$ cat src/rtl/sdma_pkg.sv
package sdma_pkg;

  typedef enum logic [2:0] {
    SEL_ADDR  = 3'd0,
    SEL_GEOM  = 3'd1,
    SEL_COUNT = 3'd2,
    SEL_MODE  = 3'd3,
    SEL_HOST  = 3'd4,
    SEL_STAT  = 3'd5
  } reg_sel_e;

  typedef enum logic [1:0] {
    ST_IDLE  = 2'd0,
    ST_RUN   = 2'd1,
    ST_PAUSE = 2'd2
  } dma_state_e;

  localparam int MODE_GO     = 0;
  localparam int MODE_CNT_EN = 1;
  localparam int MODE_DIR_RD = 4;
  localparam int MODE_MULTI  = 5;

  localparam int STAT_DONE = 1;
  localparam int STAT_DMA  = 3;

  localparam int BND_SELS = 8;

  typedef struct packed {
    logic [2:0]  bnd_sel;
    logic [11:0] blk_len;
  } geom_t;

endpackage

$ cat src/rtl/sdma_cfg_regs.sv
module sdma_cfg_regs
  import sdma_pkg::*;
#(
  parameter int CNT_W = 16
) (
  input  logic             clk,
  input  logic             rst,
  input  logic             wr_en,
  input  logic [2:0]       sel,
  input  logic [15:0]      wdata,
  output geom_t            geom_o,
  output logic [CNT_W-1:0] count_o,
  output logic             dir_rd_o,
  output logic             multi_o,
  output logic             cnt_en_o,
  output logic [1:0]       dma_mode_o
);

  always_ff @(posedge clk) begin
    if (rst) begin
      geom_o     <= '0;
      count_o    <= '0;
      dir_rd_o   <= 1'b0;
      multi_o    <= 1'b0;
      cnt_en_o   <= 1'b0;
      dma_mode_o <= 2'b00;
    end else if (wr_en) begin
      case (reg_sel_e'(sel))
        SEL_GEOM:  geom_o     <= geom_t'(wdata[14:0]);
        SEL_COUNT: count_o    <= wdata[CNT_W-1:0];
        SEL_MODE: begin
          dir_rd_o <= wdata[MODE_DIR_RD];
          multi_o  <= wdata[MODE_MULTI];
          cnt_en_o <= wdata[MODE_CNT_EN];
        end
        SEL_HOST:  dma_mode_o <= wdata[4:3];
        default: ;
      endcase
    end
  end

endmodule

$ cat src/rtl/sdma_progress.sv
module sdma_progress #(
  parameter int CNT_W = 16
) (
  input  logic             clk,
  input  logic             rst,
  input  logic             load,
  input  logic             step,
  input  logic [10:0]      words_per_blk,
  input  logic [CNT_W-1:0] blk_count,
  input  logic             cnt_en,
  input  logic             multi,
  output logic             last_word,
  output logic [CNT_W-1:0] blocks_left
);

  logic [10:0] word_idx;
  logic        blk_end;
  logic        last_blk;

  assign blk_end   = (word_idx == words_per_blk - 11'd1);
  assign last_blk  = !multi ? 1'b1 : (cnt_en ? (blocks_left == CNT_W'(1)) : 1'b0);
  assign last_word = blk_end && last_blk;

  always_ff @(posedge clk) begin
    if (rst) begin
      word_idx    <= '0;
      blocks_left <= '0;
    end else if (load) begin
      word_idx    <= '0;
      blocks_left <= blk_count;
    end else if (step) begin
      if (blk_end) begin
        word_idx <= '0;
        if (cnt_en) blocks_left <= blocks_left - CNT_W'(1);
      end else begin
        word_idx <= word_idx + 11'd1;
      end
    end
  end

endmodule

$ cat src/rtl/sdma_boundary.sv
module sdma_boundary
  import sdma_pkg::*;
#(
  parameter int BASE_LOG2 = 12,
  localparam int TOP_BIT  = BASE_LOG2 + BND_SELS - 2
) (
  input  logic [TOP_BIT:0] next_addr,
  input  logic [2:0]       sel,
  output logic             hit
);

  logic [BND_SELS-1:0] hit_v;

  for (genvar g = 0; g < BND_SELS; g++) begin : g_sel
    localparam int LSB = BASE_LOG2 + g;
    assign hit_v[g] = (next_addr[LSB-1:0] == '0);
  end

  assign hit = hit_v[sel];

endmodule

$ cat src/rtl/sdma_engine.sv
module sdma_engine
  import sdma_pkg::*;
#(
  parameter int ADDR_W        = 32,
  parameter int CNT_W         = 16,
  parameter int BND_BASE_LOG2 = 12
) (
  input  logic              clk,
  input  logic              rst,
  input  logic              reg_wr,
  input  logic [2:0]        reg_sel,
  input  logic [31:0]       reg_wdata,
  output logic [ADDR_W-1:0] sys_addr_o,
  output logic [CNT_W-1:0]  blk_left_o,
  output logic              busy_o,
  output logic              done_irq_o,
  output logic              dma_irq_o,
  output logic              mem_req_o,
  output logic              mem_we_o,
  output logic [ADDR_W-1:0] mem_addr_o,
  output logic [31:0]       mem_wdata_o,
  input  logic              mem_ready_i,
  input  logic [31:0]       mem_rdata_i,
  input  logic              cbuf_rd_valid_i,
  input  logic [31:0]       cbuf_rd_data_i,
  output logic              cbuf_rd_pop_o,
  input  logic              cbuf_wr_ready_i,
  output logic [31:0]       cbuf_wr_data_o,
  output logic              cbuf_wr_push_o
);

  localparam int BND_TOP = BND_BASE_LOG2 + BND_SELS - 2;

  dma_state_e        state;
  logic [ADDR_W-1:0] addr;
  logic [ADDR_W-1:0] next_addr;
  logic              done_q;
  logic              dma_q;

  geom_t             geom;
  logic [CNT_W-1:0]  count;
  logic              dir_rd;
  logic              multi;
  logic              cnt_en;
  logic [1:0]        dma_mode;

  logic              idle;
  logic              start;
  logic              zero_xfer;
  logic              src_ok;
  logic              accept;
  logic              last_word;
  logic              bnd_hit;
  logic [10:0]       words_per_blk;
  logic              addr_wr;
  logic              stat_wr;

  assign idle    = (state == ST_IDLE);
  assign addr_wr = reg_wr && (reg_sel_e'(reg_sel) == SEL_ADDR);
  assign stat_wr = reg_wr && (reg_sel_e'(reg_sel) == SEL_STAT);
  assign start   = reg_wr && idle && (reg_sel_e'(reg_sel) == SEL_MODE)
                   && reg_wdata[MODE_GO] && (dma_mode == 2'b00);

  assign zero_xfer = (geom.blk_len == 12'd0)
                     || (reg_wdata[MODE_CNT_EN] && (count == '0));

  assign words_per_blk = {1'b0, geom.blk_len[11:2]} + {10'd0, |geom.blk_len[1:0]};

  sdma_cfg_regs #(.CNT_W(CNT_W)) u_cfg (
    .clk        (clk),
    .rst        (rst),
    .wr_en      (reg_wr && idle),
    .sel        (reg_sel),
    .wdata      (reg_wdata[15:0]),
    .geom_o     (geom),
    .count_o    (count),
    .dir_rd_o   (dir_rd),
    .multi_o    (multi),
    .cnt_en_o   (cnt_en),
    .dma_mode_o (dma_mode)
  );

  assign src_ok = dir_rd ? cbuf_rd_valid_i : cbuf_wr_ready_i;
  assign accept = mem_req_o && mem_ready_i;
  assign next_addr = addr + ADDR_W'(4);

  sdma_progress #(.CNT_W(CNT_W)) u_prog (
    .clk           (clk),
    .rst           (rst),
    .load          (start && !zero_xfer),
    .step          (accept),
    .words_per_blk (words_per_blk),
    .blk_count     (count),
    .cnt_en        (cnt_en),
    .multi         (multi),
    .last_word     (last_word),
    .blocks_left   (blk_left_o)
  );

  sdma_boundary #(.BASE_LOG2(BND_BASE_LOG2)) u_bnd (
    .next_addr (next_addr[BND_TOP:0]),
    .sel       (geom.bnd_sel),
    .hit       (bnd_hit)
  );

  always_ff @(posedge clk) begin
    if (rst) begin
      state  <= ST_IDLE;
      addr   <= '0;
      done_q <= 1'b0;
      dma_q  <= 1'b0;
    end else begin
      if (stat_wr && reg_wdata[STAT_DONE]) done_q <= 1'b0;
      if (stat_wr && reg_wdata[STAT_DMA])  dma_q  <= 1'b0;
      case (state)
        ST_IDLE: begin
          if (addr_wr) addr <= reg_wdata[ADDR_W-1:0];
          if (start) begin
            if (zero_xfer) done_q <= 1'b1;
            else           state  <= ST_RUN;
          end
        end
        ST_RUN: begin
          if (accept) begin
            addr <= next_addr;
            if (last_word) begin
              state  <= ST_IDLE;
              done_q <= 1'b1;
            end else if (bnd_hit) begin
              state <= ST_PAUSE;
              dma_q <= 1'b1;
            end
          end
        end
        ST_PAUSE: begin
          if (addr_wr) begin
            addr  <= reg_wdata[ADDR_W-1:0];
            state <= ST_RUN;
          end
        end
        default: state <= ST_IDLE;
      endcase
    end
  end

  assign sys_addr_o     = addr;
  assign busy_o         = !idle;
  assign done_irq_o     = done_q;
  assign dma_irq_o      = dma_q;
  assign mem_req_o      = (state == ST_RUN) && src_ok;
  assign mem_we_o       = dir_rd;
  assign mem_addr_o     = addr;
  assign mem_wdata_o    = cbuf_rd_data_i;
  assign cbuf_rd_pop_o  = accept && dir_rd;
  assign cbuf_wr_data_o = mem_rdata_i;
  assign cbuf_wr_push_o = accept && !dir_rd;

endmodule

$ cat config.mk
export PLATFORM = sky130hd
export DESIGN_NAME = sdma_engine
export DESIGN_NICKNAME = d
export VERILOG_FILES = /design/src/rtl/sdma_pkg.sv /design/src/rtl/sdma_cfg_regs.sv /design/src/rtl/sdma_progress.sv /design/src/rtl/sdma_boundary.sv /design/src/rtl/sdma_engine.sv
export SDC_FILE = /design/constraint.sdc
export NUM_CORES = 1
export LEC_CHECK = 0
export BUFFER_PORTS_ARGS = -buffer_cell sky130_fd_sc_hd__buf_2
export CORE_UTILIZATION = 37
export CTS_CLUSTER_SIZE = 20
export DETAILED_ROUTE_END_ITERATION = 7
export PLACE_DENSITY_LB_ADDON = 0.12
export SLEW_MARGIN = 15
export SYNTH_ARGS = -nofsm -noshare
export SYNTH_HDL_FRONTEND = slang
export SYNTH_SLANG_ARGS = --single-unit
$ cat constraint.sdc
create_clock -name clk -period 3.8 [get_ports clk]
set_clock_uncertainty 0.1 [all_clocks]
set_input_delay 0.76 -clock clk [delete_from_list [all_inputs] [get_ports clk]]
set_output_delay 0.76 -clock clk [all_outputs]
set_load 0.05 [all_outputs]
==> run metrics <==
status complete, no violations; Die W 133 microns; Hold Slack 0.370 ns; largest net degree at the start of global routing 66; Post-synth EDFFs 0; P_leak 2.79 nW; Num CTS Buffers 9; min cycle time layout 3.49 ns; vias in the first global route 5407; DRC viols 0; area leader, netlist dfxtp_1; IO Port Bufs 127; worst slew pin tran 1.12 ns; WL final 19.2 mm; Highest Clock Rate 286 MHz; Post-synth top cells dfxtp_1 (99), nand2_1 (99), buf_4 (98); I/O pins 256; post-route setup slack 0.308 ns; period utilization 91.9%; fin util 40.8%; share of layout cells above drive strength 1 20.6%; Clock Tree Root clkbuf_16; Antenna Nets Post-Route 0; Final Hold Fails 0; First-pass DRT Iterations 5; wire per inst 17.9 microns; ys async rst share 0%; area occupied by multi-input gates 3440 sq um; Area contributors post-synth dfxtp_1 (31%), buf_4 (12%), nand2_1 (5.9%); post-DR vias/cell 5.42; Post-synth top flop dfxtp_1; Pwr Total 0.00230 W; post-cts resize count 1; Area growth syn-to-layout 7.11%; Hold Path Cell Cnt 2; routability cong. 0.853; Yosys Warn Count 0; Clock Power Share 41.3%; Max Cap Viol 0; Max VDD drop 0.211 mV; setup slack at placement -0.0104 ns; fin cells 1069; kind of critical path reg -> reg; Die ar. 17700 sq um; initial antenna violation count 0; Mapped Cells 833; Post-CTS Repair Setup Buffers 0; Reg clk slew, reported paths 0.08 ns; Syn Nets 944; core footprint 16600 sq um; Placed Cells 1053; relative slew slack 24.6%; Clock Latency Late Sink 0.35 ns; DR vias 5799; final setup fails 0; hold_buf cts 0; first-pass GRT wire length 30.4 mm; Flop pwr share 47.0%; FF-to-FF path depth 11; # diodes 0; top-area cell type share of the netlist area 31.3%; Worst Path Arrival 3.66 ns; Combinational Power Share 11.6%; Int Pwr 0.00166 W; Reg area 1980 sq um; Power Density 339 nW/um^2; CP max FO 12; fillers 1743; initial core utilization 38.1%; gr usage total 21.8%; net switching power 0.000642 W; RSZ-0062 raised after global routing no; mapped cell area 6340 sq um; Max Buffers Root-to-Sink 2; clock net sink count 99; Switching Fraction 27.9%; Seq/Total Area, Yosys 31.3%; Yosys reg bits 99; post-synth cell types 65; layout net count 955; Setup crit end kind register; Overflow after GRT 0; CTS tree yes; Startpoint Class register; Iteration-0 DRC Markers 443; site row count 47; Worst EP required 3.96 ns; Max Slew Vio Count 0; die height 133 microns; Final HPWL DP 13.7 mm; H-Tree Depth 3; Syn Area/Cell 7.61 sq um; Hold Path Class reg -> reg
-- logic make-up (layout without fill, tap and decap cells) --
group / count (synthesis) / in the layout / synth area share [%]
AND/OR/NAND/NOR: 347 / 347 / 26.9
AO/OA/AOI/OAI: 171 / 171 / 16.9
multiplexers: 33 / 33 / 5.31
flip-flops: 99 / 99 / 31.3
XOR/XNOR: 25 / 25 / 3.46
buffers and inverters: 152 / 168 / 15.0
adder cells (fa/ha/maj): 6 / 6 / 1.18
-- area by class of cell --
class | count | area share (%)
Inverter | 11 | 0.608
Tap cell | 220 | 4.06
Clock buffer | 11 | 3.43
Clock inverter | 5 | 0.903
Multi-Input combinational cell | 582 | 50.7
Sequential cell | 99 | 29.2
Timing Repair Buffer | 141 | 11.1
-- metal layers --
layer,GRT usage (%),vias to the layer above,share of wire (%)
li1,-,2869,-
met1,30.2,2707,48
met2,33.8,152,45
met3,3.49,71,4.6
met4,8.24,0,2.6
met5,0,-,0
-- power by group through the flow --
stage | clock network (W) | logic, W | registers (W)
6_report | 0.000950 | 0.000267 | 0.00108
5_1_grt | 0.00101 | 0.000290 | 0.00108
4_1_cts | 0.000971 | 0.000269 | 0.00108
3_5_place_dp | 0 | 0.000268 | 0.00111
3_3_place_gp | 0 | 0.000265 | 0.00110
2_1_floorplan | 0 | 0.000344 | 0.00113
-- per-stage QoR --
step | area (sq um) | setup TNS (ns)
final | 6790 | 0
after global routing | 6790 | 0
after CTS | 6790 | 0
after detailed placement | 6480 | -0.0104
after global placement | 6480 | 0
after floorplan | 6340 | 0
-- placed cells by master, fill, tap and decap left out, types with 16 or more instances in the layout --
| cell | n |
|---|---|
| a21oi_1 | 66 |
| nand4_1 | 16 |
| nor3_1 | 26 |
| nand2_1 | 99 |
| o21ai_0 | 26 |
| xnor2_1 | 16 |
| nor2_1 | 91 |
| mux2i_1 | 28 |
| nand3_1 | 27 |
| buf_2 | 127 |
| dfxtp_1 | 98 |
-- final timing paths --
kind / start / slack (ns) / end
worst max-delay path: u_cfg.geom_o[0] / 0.31 / u_prog.blocks_left[12]
worst min-delay path: dma_irq_o / 0.37 / dma_irq_o
worst max register to register: u_cfg.geom_o[0] / 0.31 / u_prog.blocks_left[12]
worst min register to register: dma_irq_o / 0.37 / dma_irq_o
-- worst max-delay path, stage by stage (launching register included) --
cell and delay, ns:
dfxtp_1 0.32, nor2_1 0.10, ha_1 0.21, ha_1 0.22
nor3b_1 0.37, nand2_2 0.10, nor4_1 0.30, o32ai_2 0.16
nor4_4 0.62, buf_4 0.29, mux2_2 0.34, a311oi_1 0.25
-- sequential cells by signal, indices dropped and copies added, names as in the netlist --
signal	cells
u_cfg.dma_mode_o	2
u_cfg.geom_o	15
u_prog.blocks_left	16
u_cfg.count_o	16
mem_addr_o	32
u_cfg.cnt_en_o	1
u_prog.word_idx	11
u_cfg.dir_rd_o	1
dma_irq_o	1
u_cfg.multi_o	1
done_irq_o	1
state	2
(Power assumes the default switching activity.)
